$ cat src/rtl/io_alu_pkg.sv
package io_alu_pkg;
  localparam int CTL_OP_LSB = 0;
  localparam int CTL_OP_W   = 4;
  localparam int CTL_CIN    = 4;
  localparam int CTL_MODE   = 5;
  localparam int NUM_PORTS  = 4;

  typedef enum logic [1:0] {
    PORT_OPA = 2'd0,
    PORT_OPB = 2'd1,
    PORT_CTL = 2'd2,
    PORT_RES = 2'd3
  } port_e;

  typedef enum logic [3:0] {
    AOP_ADD = 4'd0,
    AOP_SUB = 4'd1
  } arith_op_e;

  typedef enum logic [3:0] {
    LOP_AND  = 4'd0,
    LOP_OR   = 4'd1,
    LOP_XOR  = 4'd2,
    LOP_PASA = 4'd3,
    LOP_NOTA = 4'd4,
    LOP_PASB = 4'd5
  } logic_op_e;
endpackage

$ cat src/rtl/io_alu_decode.sv
module io_alu_decode #(
  parameter int SEL_W    = 4,
  parameter int BASE_SEL = 4
) (
  input  logic [SEL_W-1:0] io_sel,
  output logic [io_alu_pkg::NUM_PORTS-1:0] port_hit
);
  localparam int NP = io_alu_pkg::NUM_PORTS;

  for (genvar i = 0; i < NP; i++) begin : g_hit
    localparam logic [SEL_W-1:0] CODE = SEL_W'(BASE_SEL + i);
    // select code zero is the idle bus and never decodes
    assign port_hit[i] = (io_sel == CODE) && (io_sel != '0);
  end
endmodule

$ cat src/rtl/io_alu_regs.sv
module io_alu_regs #(
  parameter int DATA_W = 8
) (
  input  logic              clk,
  input  logic              rst_n,
  input  logic              ld_a,
  input  logic              ld_b,
  input  logic              ld_ctl,
  input  logic [DATA_W-1:0] wdata,
  output logic [DATA_W-1:0] a_q,
  output logic [DATA_W-1:0] b_q,
  output logic [DATA_W-1:0] ctl_q
);
  always_ff @(posedge clk) begin
    if (!rst_n) begin
      a_q   <= '0;
      b_q   <= '0;
      ctl_q <= '0;
    end else begin
      if (ld_a)   a_q   <= wdata;
      if (ld_b)   b_q   <= wdata;
      if (ld_ctl) ctl_q <= wdata;
    end
  end
endmodule

$ cat src/rtl/io_alu_core.sv
module io_alu_core #(
  parameter int DATA_W = 8
) (
  input  logic [DATA_W-1:0] a,
  input  logic [DATA_W-1:0] b,
  input  logic [DATA_W-1:0] ctl,
  output logic [DATA_W-1:0] result,
  output logic              cout
);
  import io_alu_pkg::*;

  localparam int SUM_W = DATA_W + 1;

  function automatic logic [SUM_W-1:0] arith_eval(
    input logic [DATA_W-1:0] x, input logic [DATA_W-1:0] y,
    input logic [3:0] op, input logic ci);
    logic [SUM_W-1:0] addend;
    case (op)
      AOP_ADD: addend = {1'b0, y};
      AOP_SUB: addend = {1'b0, ~y};
      default: addend = '0;
    endcase
    return {1'b0, x} + addend + SUM_W'(ci);
  endfunction

  function automatic logic [DATA_W-1:0] logic_eval(
    input logic [DATA_W-1:0] x, input logic [DATA_W-1:0] y,
    input logic [3:0] op);
    case (op)
      LOP_AND:  return x & y;
      LOP_OR:   return x | y;
      LOP_XOR:  return x ^ y;
      LOP_PASA: return x;
      LOP_NOTA: return ~x;
      LOP_PASB: return y;
      default:  return '0;
    endcase
  endfunction

  logic [3:0]       op_code;
  logic             cin;
  logic             logic_mode;
  logic [SUM_W-1:0] sum;

  assign op_code    = ctl[CTL_OP_LSB +: CTL_OP_W];
  assign cin        = ctl[CTL_CIN];
  assign logic_mode = ctl[CTL_MODE];
  assign sum        = arith_eval(a, b, op_code, cin);

  always_comb begin
    if (logic_mode) begin
      result = logic_eval(a, b, op_code);
      cout   = 1'b0;
    end else begin
      result = sum[DATA_W-1:0];
      cout   = sum[DATA_W];
    end
  end
endmodule

$ cat src/rtl/io_alu_port.sv
module io_alu_port #(
  parameter int DATA_W   = 8,
  parameter int SEL_W    = 4,
  parameter int BASE_SEL = 4
) (
  input  logic              clk,
  input  logic              rst_n,
  input  logic [SEL_W-1:0]  io_sel,
  input  logic              io_wr,
  input  logic              io_rd,
  input  logic [DATA_W-1:0] io_wdata,
  output logic [DATA_W-1:0] io_rdata,
  output logic              io_rd_hit
);
  import io_alu_pkg::*;

  logic [NUM_PORTS-1:0] port_hit;
  logic                 wr_a_evt, wr_b_evt, wr_ctl_evt;
  logic                 rd_res_evt, rd_stat_evt;
  logic [DATA_W-1:0]    a_q, b_q, ctl_q;
  logic [DATA_W-1:0]    alu_res;
  logic                 alu_cout;

  io_alu_decode #(.SEL_W(SEL_W), .BASE_SEL(BASE_SEL)) u_dec (
    .io_sel   (io_sel),
    .port_hit (port_hit)
  );

  assign wr_a_evt    = io_wr && port_hit[PORT_OPA];
  assign wr_b_evt    = io_wr && port_hit[PORT_OPB];
  assign wr_ctl_evt  = io_wr && port_hit[PORT_CTL];
  assign rd_stat_evt = io_rd && port_hit[PORT_CTL];
  assign rd_res_evt  = io_rd && port_hit[PORT_RES];

  io_alu_regs #(.DATA_W(DATA_W)) u_regs (
    .clk    (clk),
    .rst_n  (rst_n),
    .ld_a   (wr_a_evt),
    .ld_b   (wr_b_evt),
    .ld_ctl (wr_ctl_evt),
    .wdata  (io_wdata),
    .a_q    (a_q),
    .b_q    (b_q),
    .ctl_q  (ctl_q)
  );

  io_alu_core #(.DATA_W(DATA_W)) u_core (
    .a      (a_q),
    .b      (b_q),
    .ctl    (ctl_q),
    .result (alu_res),
    .cout   (alu_cout)
  );

  always_comb begin
    if (rd_res_evt)       io_rdata = alu_res;
    else if (rd_stat_evt) io_rdata = DATA_W'(alu_cout);
    else                  io_rdata = '0;
  end

  assign io_rd_hit = rd_res_evt || rd_stat_evt;
endmodule

$ cat config.mk
export PLATFORM = sky130hd
export DESIGN_NAME = io_alu_port
export DESIGN_NICKNAME = d
export VERILOG_FILES = /design/src/rtl/io_alu_pkg.sv /design/src/rtl/io_alu_decode.sv /design/src/rtl/io_alu_regs.sv /design/src/rtl/io_alu_core.sv /design/src/rtl/io_alu_port.sv
export SDC_FILE = /design/constraint.sdc
export NUM_CORES = 1
export LEC_CHECK = 0
export ABC_AREA = 1
export BUFFER_PORTS_ARGS = -buffer_cell sky130_fd_sc_hd__buf_2
export CAP_MARGIN = 20
export CORE_MARGIN = 5
export CORE_UTILIZATION = 54
export CTS_CLUSTER_SIZE = 16
export DETAILED_ROUTE_END_ITERATION = 7
export GPL_TIMING_DRIVEN = 0
export PLACE_DENSITY = 0.77
export SLEW_MARGIN = 25
export SYNTH_ARGS = -nofsm -noshare
export SYNTH_HDL_FRONTEND = slang
export SYNTH_HIERARCHICAL = 1
export SYNTH_SLANG_ARGS = --single-unit
$ cat constraint.sdc
create_clock -name clk -period 2.8 [get_ports clk]
set_clock_uncertainty 0.2 [all_clocks]
set_input_delay 0.28 -clock clk [delete_from_list [all_inputs] [get_ports clk]]
set_output_delay 0.28 -clock clk [all_outputs]
set_load 0.01 [all_outputs]
## Yosys cells after proc, flatten, opt, wreduce, memory -nomap -nowiden

Cells that the tools add are included.
W data, S select, Z words.

- Output and inout port bits: 9
- Bits in latches: 0
- Input port bits: 16
- Memories kept: 0
- Bits in registers: 22
- Word-level logic and storage cells: 37
- Bits in writable memories: 0
- Bits in read-only memories: 0

- Shifts and indexed selects: 0
- Bitwise gates (word level): 5
- Order comparisons: 0
- $mul: 0
- Div/mod/pow operators: 0
- Mux-type cells: 6
- Reduce and logical (&&, ||, !) cells: 12
- Equality and inequality tests: 9
- Add/subtract/negate cells: 2

Operators with widths:

| operator | number |
|---|---|
| $pmux W8 S6 | 1 |
| $eq A4 B3 Y1 const B | 6 |
| $mux W8 | 2 |
| $not A8 Y8 | 2 |
| $pmux W8 S2 | 1 |
| $add A8 B8 Y9 | 1 |
| $add A9 B1 Y9 | 1 |
| $logic_and A1 B1 Y1 | 9 |
| $and A8 B8 Y8 | 1 |
| $eq A4 B2 Y1 const B | 2 |
| $or A8 B8 Y8 | 1 |
| $xor A8 B8 Y8 | 1 |
| $eq A4 B1 Y1 const B | 1 |
| $logic_not A4 Y1 | 1 |
| $reduce_bool A4 Y1 | 1 |
| $mux W1 | 2 |
| $logic_or A1 B1 Y1 | 1 |

## Logic depth before layout (Yosys ltp)

Gate-level depths: netlist of run 1.

- Depth in word-level cells: 7
- Gate-level depth with buffers: 18
- Gate-level depth less buffers: 18

## Modules after synthesis

The synthesis of run 1 kept the hierarchy.

By module, submodules not included:

| module | sequential area each (µm²) | cells each | area each (µm²) | times used |
|---|---|---|---|---|
| io_alu_core | 0.0 | 254 | 1350.0 | 1 |
| io_alu_regs | 480.5 | 136 | 960.9 | 1 |
| io_alu_port | 0.0 | 29 | 110.1 | 1 |
| io_alu_decode | 0.0 | 12 | 47.5 | 1 |

## Least setup slack after synthesis of run 1

No wires, ideal clock.

- Path type: flip-flop to output port
- From: register u_regs.ctl_q[3]
- To: output io_rdata[0]
- Arrival time: 2.340 ns
- Stages on the path, launching flop included: 17
- Buffers on the path: 1
- Slack: -0.020 ns
- Required time: 2.320 ns
- Cells stage by stage: dfxtp_1 nor2_4 buf_4 nand2_2 nand2_1 o21ai_1 fa_1 fa_1 inv_1 nand2_1 nand3_1 nand2_1 a21oi_1 inv_1 nor2_1 nand2_1 nand2_1

- Longest elaborated chain between the ends: 7
- Elaborated cells between the ends (all ways): 14
- Classes of those cells: 2 x add/sub; 5 x eq/ne; 6 x mux; 1 x reduce/logical

RTL lines:

| item | RTL line | text |
|---|---|---|
| start, declared | io_alu_regs.sv:12 | `output logic [DATA_W-1:0] ctl_q` |
| start signal, assigned | io_alu_regs.sv:22 | `if (ld_ctl) ctl_q <= wdata;` |
| $eq A4 B1 Y1 / $logic_not A4 Y1 (equally long branches) | io_alu_core.sv:18 | `case (op)` |
| $pmux W8 S2 (*) | io_alu_core.sv:18 |  |
| $add A8 B8 Y9 (*) | io_alu_core.sv:23 | `return {1'b0, x} + addend + SUM_W'(ci);` |
| $add A9 B1 Y9 (*) | io_alu_core.sv:23 |  |
| $mux W1 (*) | io_alu_core.sv:51 | `if (logic_mode) begin` |
| via alu_cout | io_alu_port.sv:22 | `logic alu_cout;` |
| $mux W1 (*) | io_alu_port.sv:57 | `else if (rd_stat_evt) io_rdata = DATA_W'(alu_cout);` |
| $mux W8 (*) | io_alu_port.sv:56 | `if (rd_res_evt) io_rdata = alu_res;` |
| end, declared | io_alu_port.sv:12 | `output logic [DATA_W-1:0] io_rdata,` |

The timed path passes the listed nets; every way through them passes the cells marked *.

## Worst setup path in the final report of run 1

- From: register u_regs.ctl_q[2]
- To: output io_rdata[0]

Same word-level chain as after synthesis.

==> run summary, run 1 <==
HP Class: in2reg
Worst-Margin Slew: 0.486 ns
area grow syn2layout: 20.3%
WL/cell: 11.8 um
Post-Syn Area: 2400 um^2
post-route insts no fill: 515
Worst Path Max Fanout: 3
routed wl met2: 2890 um
largest net degree at the start of global routing: 13
average vias per placed instance: 5.03
NumNets Final: 505
RSZ-0062 raised after global routing: yes
commonest non-fill, non-tap cell in the layout: nand2_1
chip width: 76.6 um
Hold Worst Slack: 0.0877 ns
die span in y: 76.6 um
commonest cells after routing, fill and taps aside: 129 x nand2_1, 69 x nor2_1, 54 x inv_1
Routed Antenna Nets: 0
cts hold-fix bufs: 0
final hold violations: 0
pwr dens: 244 nW/um^2
Leakage: 1.56 nW
CTS sink count: 22
critical path data required time: 2.32 ns
n_diodes: 0
Clock Latency Late Sink: 0.26 ns
fin util: 0.668
Max-Cap Viols: 0
syn_nets: 462
clock transition at the registers of the reported paths: 0.07 ns
layout cells sized above 1: 0.227
crit-path cells: nor2_4 -> buf_6 -> nand2_8 -> nand2_4 -> o21ai_2 -> fa_2 -> fa_2 -> inv_2 -> nand2_2 -> nand3_2 -> nand2_2 -> a21oi_2 -> inv_1 -> nor2_1 -> nand2_1 -> nand2_1 -> buf_2
peak supply drop: 0.000301 V
Final min period: 3.02 ns
Max Root-Sink Buffers: 2
run status: finished with violations
setup ws final: -0.217 ns
r2r startpoint: u_regs/a_q[2]$_SDFFE_PN0P_
worst r2r dst: u_regs/a_q[2]$_SDFFE_PN0P_
final setup vio count: 8
DRT Pass-1 Iters: 7
total routed wirelength: 6090 um
# IOs: 25
crit path kind: reg2out
H-tree levels: 1
via count: 2588
Arr. time, crit path: 2.54 ns
die area: 5870 um^2
Cells after Synth: 421
R2R depth: 2
Worst setup SP type: register
vias in the first global route: 2271
routability-driven placement congestion ratio: 0.935
DRC Markers: 0
first-pass GRT wire length: 10400 um
hpwl dp: 4530 um
CP peak stage delay: 0.38 ns
Cell Rows: 24
CTS tree: built
PortBufs: 24
CP max stage cell: fa_2
Total GRT Usage: 0.208
reg2reg setup slack: 1.87 ns
CORE AREA: 4320 um^2
max frequency: 332 MHz
headroom to the max-slew limit: 0.676
initial core utilization: 0.555
CP Capture Point: io_rdata[0]
DP Cell Count: 497
failing checks: negative setup slack
final slew viol count: 0
total CTS buffers: 3
initial antenna violation count: 0
routed wl met3: 392 um
gr ovfl total: 0
Iter 0 DRT Violations: 237
setup TNS: -0.826 ns
Highest Signal Layer: met4
post-route clock period utilization: 1.08
YS warnings: 6
clock root buffer: clkbuf_8
Worst setup EP type: primary output
M1 WL: 2700 um
Post-Syn Area per Cell: 5.70 um^2
Setup crit start: u_regs/ctl_q[2]$_SDFFE_PN0P_
-- per-layer routing --
| metal | vias to the layer above | GRT usage |
|---|---|---|
| met5 | - | 0 |
| met4 | 0 | 0.0629 |
| met3 | 10 | 0.0118 |
| met2 | 83 | 0.356 |
| met1 | 1132 | 0.279 |
| li1 | 1363 | - |
-- stage by stage --
step           power, mW  area [um^2]  worst slack, ns
2_1_floorplan      0.428         2400          0.00398
3_3_place_gp       0.464         2580           -0.434
3_5_place_dp       0.467         2580           -0.454
4_1_cts            0.704         2820           -0.297
5_1_grt            0.750         2890           -0.364
6_report           0.704         2890           -0.217
-- worst min-delay path by stage --
stage | from | endpoint | slack, ns | cells after the start
after floorplan | rst_n | u_regs/a_q[5]$_SDFFE_PN0P_ | 0.20 | 2
after global placement | u_regs/ctl_q[4]$_SDFFE_PN0P_ | u_regs/ctl_q[4]$_SDFFE_PN0P_ | 0.26 | 2
after detailed placement | u_regs/ctl_q[4]$_SDFFE_PN0P_ | u_regs/ctl_q[4]$_SDFFE_PN0P_ | 0.26 | 2
after CTS | rst_n | u_regs/a_q[5]$_SDFFE_PN0P_ | 0.08 | 3
after global routing | rst_n | u_regs/b_q[7]$_SDFFE_PN0P_ | 0.12 | 3
final | rst_n | u_regs/a_q[7]$_SDFFE_PN0P_ | 0.09 | 3
-- worst max-delay path, delay by kind of cell, from the launching register on --
family	cells	cell delay [ns]
fa+ha+maj	2	0.76
compound gates	2	0.16
flops	1	0.36
buf+inv	4	0.38
simple gates	9	0.60
-- layout make-up --
type	count	area, um^2
plain buffers	14	128
clock buffers	4	55.1
fillers	419	1440
inverters	70	265
multi-input cells	314	1680
flip-flops and latches	22	455
well taps	52	65.1
repair buffers	39	240
-- repair_timing --
action | CTS | global route
setup buffers | 12 | 4
setup endpoints to repair | 8 | 8
cloned | 0 | 0
pin swaps | 16 | 16
gates resized for setup | 31 | 9
-- sequential cells by signal, indices dropped and copies added (netlist names) --
| register | flops |
|---|---|
| u_regs/a_q | 8 |
| u_regs/b_q | 8 |
| u_regs/ctl_q | 6 |
-- power breakdown --
group	total, mW	switching [mW]	leakage, nW	internal [mW]
sequential	0.328	0.0113	0.181	0.317
clock	0.221	0.0955	0.0288	0.125
combinational	0.155	0.0869	1.35	0.0685
(Power assumes the default switching activity.)
==> run 2, diff against run 1 <==
- ABC_AREA: 1 -> not set
- CELL_PAD_IN_SITES_DETAIL_PLACEMENT: not set -> 1
- CELL_PAD_IN_SITES_GLOBAL_PLACEMENT: not set -> 2
- CORE_UTILIZATION: 54 -> 32
- PLACE_DENSITY: 0.77 -> not set
- PLACE_DENSITY_LB_ADDON: not set -> 0.1
==> run 2 against run 1 <==
The run still ends with negative setup slack left; sequential power is 2% lower; first-iteration DRC count shrank 69%; worst hold slack lost 0.0070 ns; cell count shrank 28%; count of clock-buffer cells in the layout unchanged; combinational power fell by 37%; global-route usage down 6.3 points; register-to-register slack got worse by 0.06 ns; critical endpoint unchanged.
==> run summary, run 2 <==
run status: finished with violations
failing checks: negative setup slack
Cells after Synth: 250
Worst Path Max Fanout: 7
Post-Syn Area: 2120 um^2
Worst-Margin Slew: 0.601 ns
fin util: 0.414
peak supply drop: 0.000315 V
first-pass GRT wire length: 9890 um
Clock Latency Late Sink: 0.25 ns
commonest non-fill, non-tap cell in the layout: mux2i_1
PortBufs: 24
Max Root-Sink Buffers: 2
routability-driven placement congestion ratio: 0.753
HP Class: in2reg
vias in the first global route: 1897
Hold Path Sink: u_regs/b_q[7]$_SDFFE_PN0P_
final hold violations: 0
initial core utilization: 0.331
H-tree levels: 1
initial antenna violation count: 0
Post-Syn Area per Cell: 8.50 um^2
total CTS buffers: 3
# IOs: 25
chip width: 91.5 um
RSZ-0062 raised after global routing: yes
max frequency: 270 MHz
GRT met1 Usage: 0.209
post-route clock period utilization: 1.32
met2 Usage GRT: 0.241
dpl ws: -0.993 ns
final setup vio count: 8
Leakage: 1.04 nW
n_diodes: 0
gr busiest metal: met2
die area: 8370 um^2
Max-Cap Viols: 0
hpwl dp: 4720 um
via count: 1904
headroom to the max-slew limit: 0.600
YS warnings: 6
met3 Usage GRT: 0.00331
Setup crit start: u_regs/ctl_q[1]$_SDFFE_PN0P_
setup ws final: -0.901 ns
crit path kind: reg2out
R2R depth: 2
CTS tree: built
hold path cells: 2
Routed Antenna Nets: 0
layout cells sized above 1: 0.305
clock transition at the registers of the reported paths: 0.07 ns
die span in y: 91.5 um
Total GRT Usage: 0.145
Arr. time, crit path: 3.22 ns
Worst setup EP type: primary output
min-delay src: rst_n
WL/cell: 16.3 um
syn_nets: 291
Hold Worst Slack: 0.0807 ns
final slew viol count: 0
worst r2r dst: u_regs/b_q[0]$_SDFFE_PN0P_
largest net degree at the start of global routing: 13
r2r startpoint: u_regs/b_q[0]$_SDFFE_PN0P_
reg2reg setup slack: 1.81 ns
setup TNS: -5.82 ns
CORE AREA: 6420 um^2
gr ovfl total: 0
clock root buffer: clkbuf_8
commonest cells after routing, fill and taps aside: 30 x mux2i_1, 28 x buf_2, 22 x ha_1, 22 x nor2b_1, 21 x inv_1
NumNets Final: 334
Cell Rows: 29
total power: 640 uW
total routed wirelength: 6030 um
DRC Markers: 0
area grow syn2layout: 25.3%
pwr dens: 241 nW/um^2
Iter 0 DRT Violations: 73
Final min period: 3.70 ns
CTS sink count: 22
critical path data required time: 2.32 ns
DRT Pass-1 Iters: 4
Top Registers: u_regs/a_q: 8 flops, u_regs/b_q: 8 flops, u_regs/ctl_q: 6 flops
Worst setup SP type: register
average vias per placed instance: 5.16
## run 2: worst max path at each step
stage,endpoint,slack [ns],depth (start not counted)
floorplan,io_rdata[6],-0.60,14
global placement,io_rdata[0],-1.05,14
detailed placement,io_rdata[0],-0.99,14
CTS,io_rdata[0],-1.05,15
global route,io_rdata[0],-1.12,14
finish,io_rdata[0],-0.90,14
## run 2: worst max-delay path: stages (launching register included)
cell and delay [ns]:
dfxtp_4 0.37, or3b_4 0.40, or2_4 0.26, nor2_4 0.08, a21oi_2 0.04, fa_2 0.37, fa_2 0.36, nand2b_4 0.16
a21oi_4 0.18, o31a_1 0.20, o21ai_2 0.07, a21oi_2 0.12, nand4b_1 0.13, nand2_1 0.09, buf_2 0.12
## run 2: report_power, final
part | total [mW] | switching, mW | leakage, nW | internal [mW]
clock | 0.220 | 0.0950 | 0.0288 | 0.125
combinational | 0.0983 | 0.0493 | 0.831 | 0.0490
sequential | 0.322 | 0.00689 | 0.180 | 0.315
## run 2: final cells by class
type,count,area [um^2]
buffer,10,72.6
multi-input combinational,194,1650
timing repair buffer,40,256
clock buffer,4,55.1
inverter,22,82.6
fill,796,3760
sequential,22,449
tap,77,96.3
## run 2: repair_timing
| item | 4_1_cts | 5_1_grt |
|---|---|---|
| hold buffers | 0 | 0 |
| pin swaps | 12 | 21 |
| setup buffers | 6 | 10 |
| endpoints found under the setup margin | 8 | 8 |
| endpoints found under the hold margin | 0 | 0 |
| gates resized for setup | 12 | 20 |
## run 2: through the flow
step | cell area (um^2) | cells
floorplan | 2150 | 250
global placement | 2370 | 351
detailed placement | 2370 | 351
CTS | 2510 | 360
global route | 2660 | 369
finish | 2660 | 369
## run 2: metal layers
layer / wire, um / vias up
met1: 3150 / 904
met2: 2730 / 28
met4: 32 / 0
met5: 0 / -
met3: 122 / 2
li1: - / 970
==> run 3, diff against run 2 <==
- CELL_PAD_IN_SITES_DETAIL_PLACEMENT: 1 -> 0
- CELL_PAD_IN_SITES_GLOBAL_PLACEMENT: 2 -> 1
- CORE_UTILIZATION: 32 -> 40
- MAX_ROUTING_LAYER: not set -> met4
==> run 3 against run 2 <==
The flow still finishes with violations (negative setup slack); worst hold slack better by 0.0024 ns; sequential share of layout area up 0.14 points; register-to-register slack about the same; largest cell class unchanged; largest power group unchanged.
==> run summary, run 3 (synthesis results as in run 2) <==
run status: finished with violations
failing checks: negative setup slack
Iter 0 DRT Violations: 120
routability-driven placement congestion ratio: 0.755
die area: 6870 um^2
gr ovfl total: 0
crit path kind: reg2out
Total GRT Usage: 0.155
routed wl met2: 2440 um
Worst-Margin Slew: 0.545 ns
Leakage: 1.04 nW
post-route clock period utilization: 1.31
critical path data required time: 2.32 ns
CTS sink count: 22
setup ws final: -0.879 ns
Max Root-Sink Buffers: 2
peak supply drop: 0.000344 V
PortBufs: 24
chip width: 82.9 um
average vias per placed instance: 5.22
NumNets Final: 334
hpwl dp: 4130 um
CORE AREA: 5140 um^2
clock root buffer: clkbuf_8
initial core utilization: 0.413
Worst setup SP type: register
max frequency: 272 MHz
# IOs: 25
commonest cells after routing, fill and taps aside: 30 x mux2i_1, 28 x buf_2, 22 x nor2b_1
vias in the first global route: 1746
Worst setup EP type: primary output
die span in y: 82.9 um
commonest non-fill, non-tap cell in the layout: mux2i_1
CTS tree: built
total CTS buffers: 3
Cell Rows: 26
Routed Antenna Nets: 0
DRT Pass-1 Iters: 4
Worst Path Max Fanout: 5
Max-Cap Viols: 0
M1 WL: 2760 um
WL/cell: 14.7 um
pwr dens: 268 nW/um^2
Top Registers: u_regs/a_q: 8 flops, u_regs/b_q: 8 flops, u_regs/ctl_q: 6 flops
Arr. time, crit path: 3.20 ns
Highest Signal Layer: met4
HP Class: in2reg
final hold violations: 0
H-tree levels: 1
dpl ws: -0.938 ns
final setup vio count: 8
Clock Latency Late Sink: 0.26 ns
DRC Markers: 0
layout cells sized above 1: 0.277
final slew viol count: 0
via count: 1889
area grow syn2layout: 24.3%
RSZ-0062 raised after global routing: yes
routed wl met3: 120 um
first-pass GRT wire length: 8780 um
n_diodes: 0
largest net degree at the start of global routing: 14
reg2reg setup slack: 1.82 ns
clock transition at the registers of the reported paths: 0.08 ns
total routed wirelength: 5330 um
initial antenna violation count: 0
Final min period: 3.68 ns
setup TNS: -5.44 ns
headroom to the max-slew limit: 0.637
cts hold-fix bufs: 0
==> run 3: cell types whose count changed in the layout (fill, tap and decap cells not counted), sizes merged <==
cell	delta
bufinv	+1
clkbuf	-1
==> run 3: timing repair <==
| item | CTS | global route |
|---|---|---|
| endpoints found under the setup margin | 8 | 8 |
| buffers inserted | 6 | 10 |
| pin swaps | 11 | 19 |
| resized for setup | 8 | 16 |
==> run 3: metrics by stage <==
step           hold WS, ns  area [um^2]  instances  total power, mW  utilization
6_report            0.0831         2640        362            0.707        0.514
2_1_floorplan        0.208         2150        250            0.382            -
3_5_place_dp         0.307         2360        344            0.415        0.459
5_1_grt             0.0950         2640        362            0.741        0.514
3_3_place_gp         0.295         2360        344            0.414        0.459
4_1_cts             0.0841         2500        353            0.708        0.486
==> run 3: worst paths after layout <==
kind	endpoint	cells after the start	from
hold reg to reg	u_regs/ctl_q[2]$_SDFFE_PN0P_	2	u_regs/ctl_q[2]$_SDFFE_PN0P_
setup / recovery	io_rdata[0]	14	u_regs/ctl_q[0]$_SDFFE_PN0P_
setup reg to reg	u_regs/b_q[0]$_SDFFE_PN0P_	2	u_regs/b_q[0]$_SDFFE_PN0P_
hold / removal	u_regs/b_q[7]$_SDFFE_PN0P_	2	rst_n
==> run 3: critical path, cell delays in order (launching register included) <==
cell and delay [ns]:
dfxtp_4 0.38, or3b_4 0.38, or2_4 0.26, nor2_4 0.08, a21oi_2 0.04, fa_2 0.37, fa_2 0.36, nand2b_4 0.17
a21oi_4 0.17, o31a_1 0.18, o21ai_1 0.06, a21oi_1 0.17, nand4b_1 0.11, nand2_1 0.07, buf_2 0.12
==> run 3: power breakdown <==
part / switching [mW] / internal [mW] / total, mW
sequential: 0.00664 / 0.315 / 0.322
clock: 0.0986 / 0.191 / 0.289
combinational: 0.0475 / 0.0487 / 0.0962
==> run 3: final cells by class <==
type                    count  area (um^2)
fillers                   521         2500
multi-input cells         194         1620
flip-flops and latches     22          449
repair buffers             40          256
well taps                  70         87.6
inverters                  22         82.6
plain buffers              10         72.6
clock buffers               3         41.3
clock inverters             1         30.0
==> run 3: routing by layer <==
layer  vias up  GRT usage
met3         2    0.00990
met2        23      0.251
met4         0     0.0253
met5         -          -
met1       887      0.215
li1        977          -
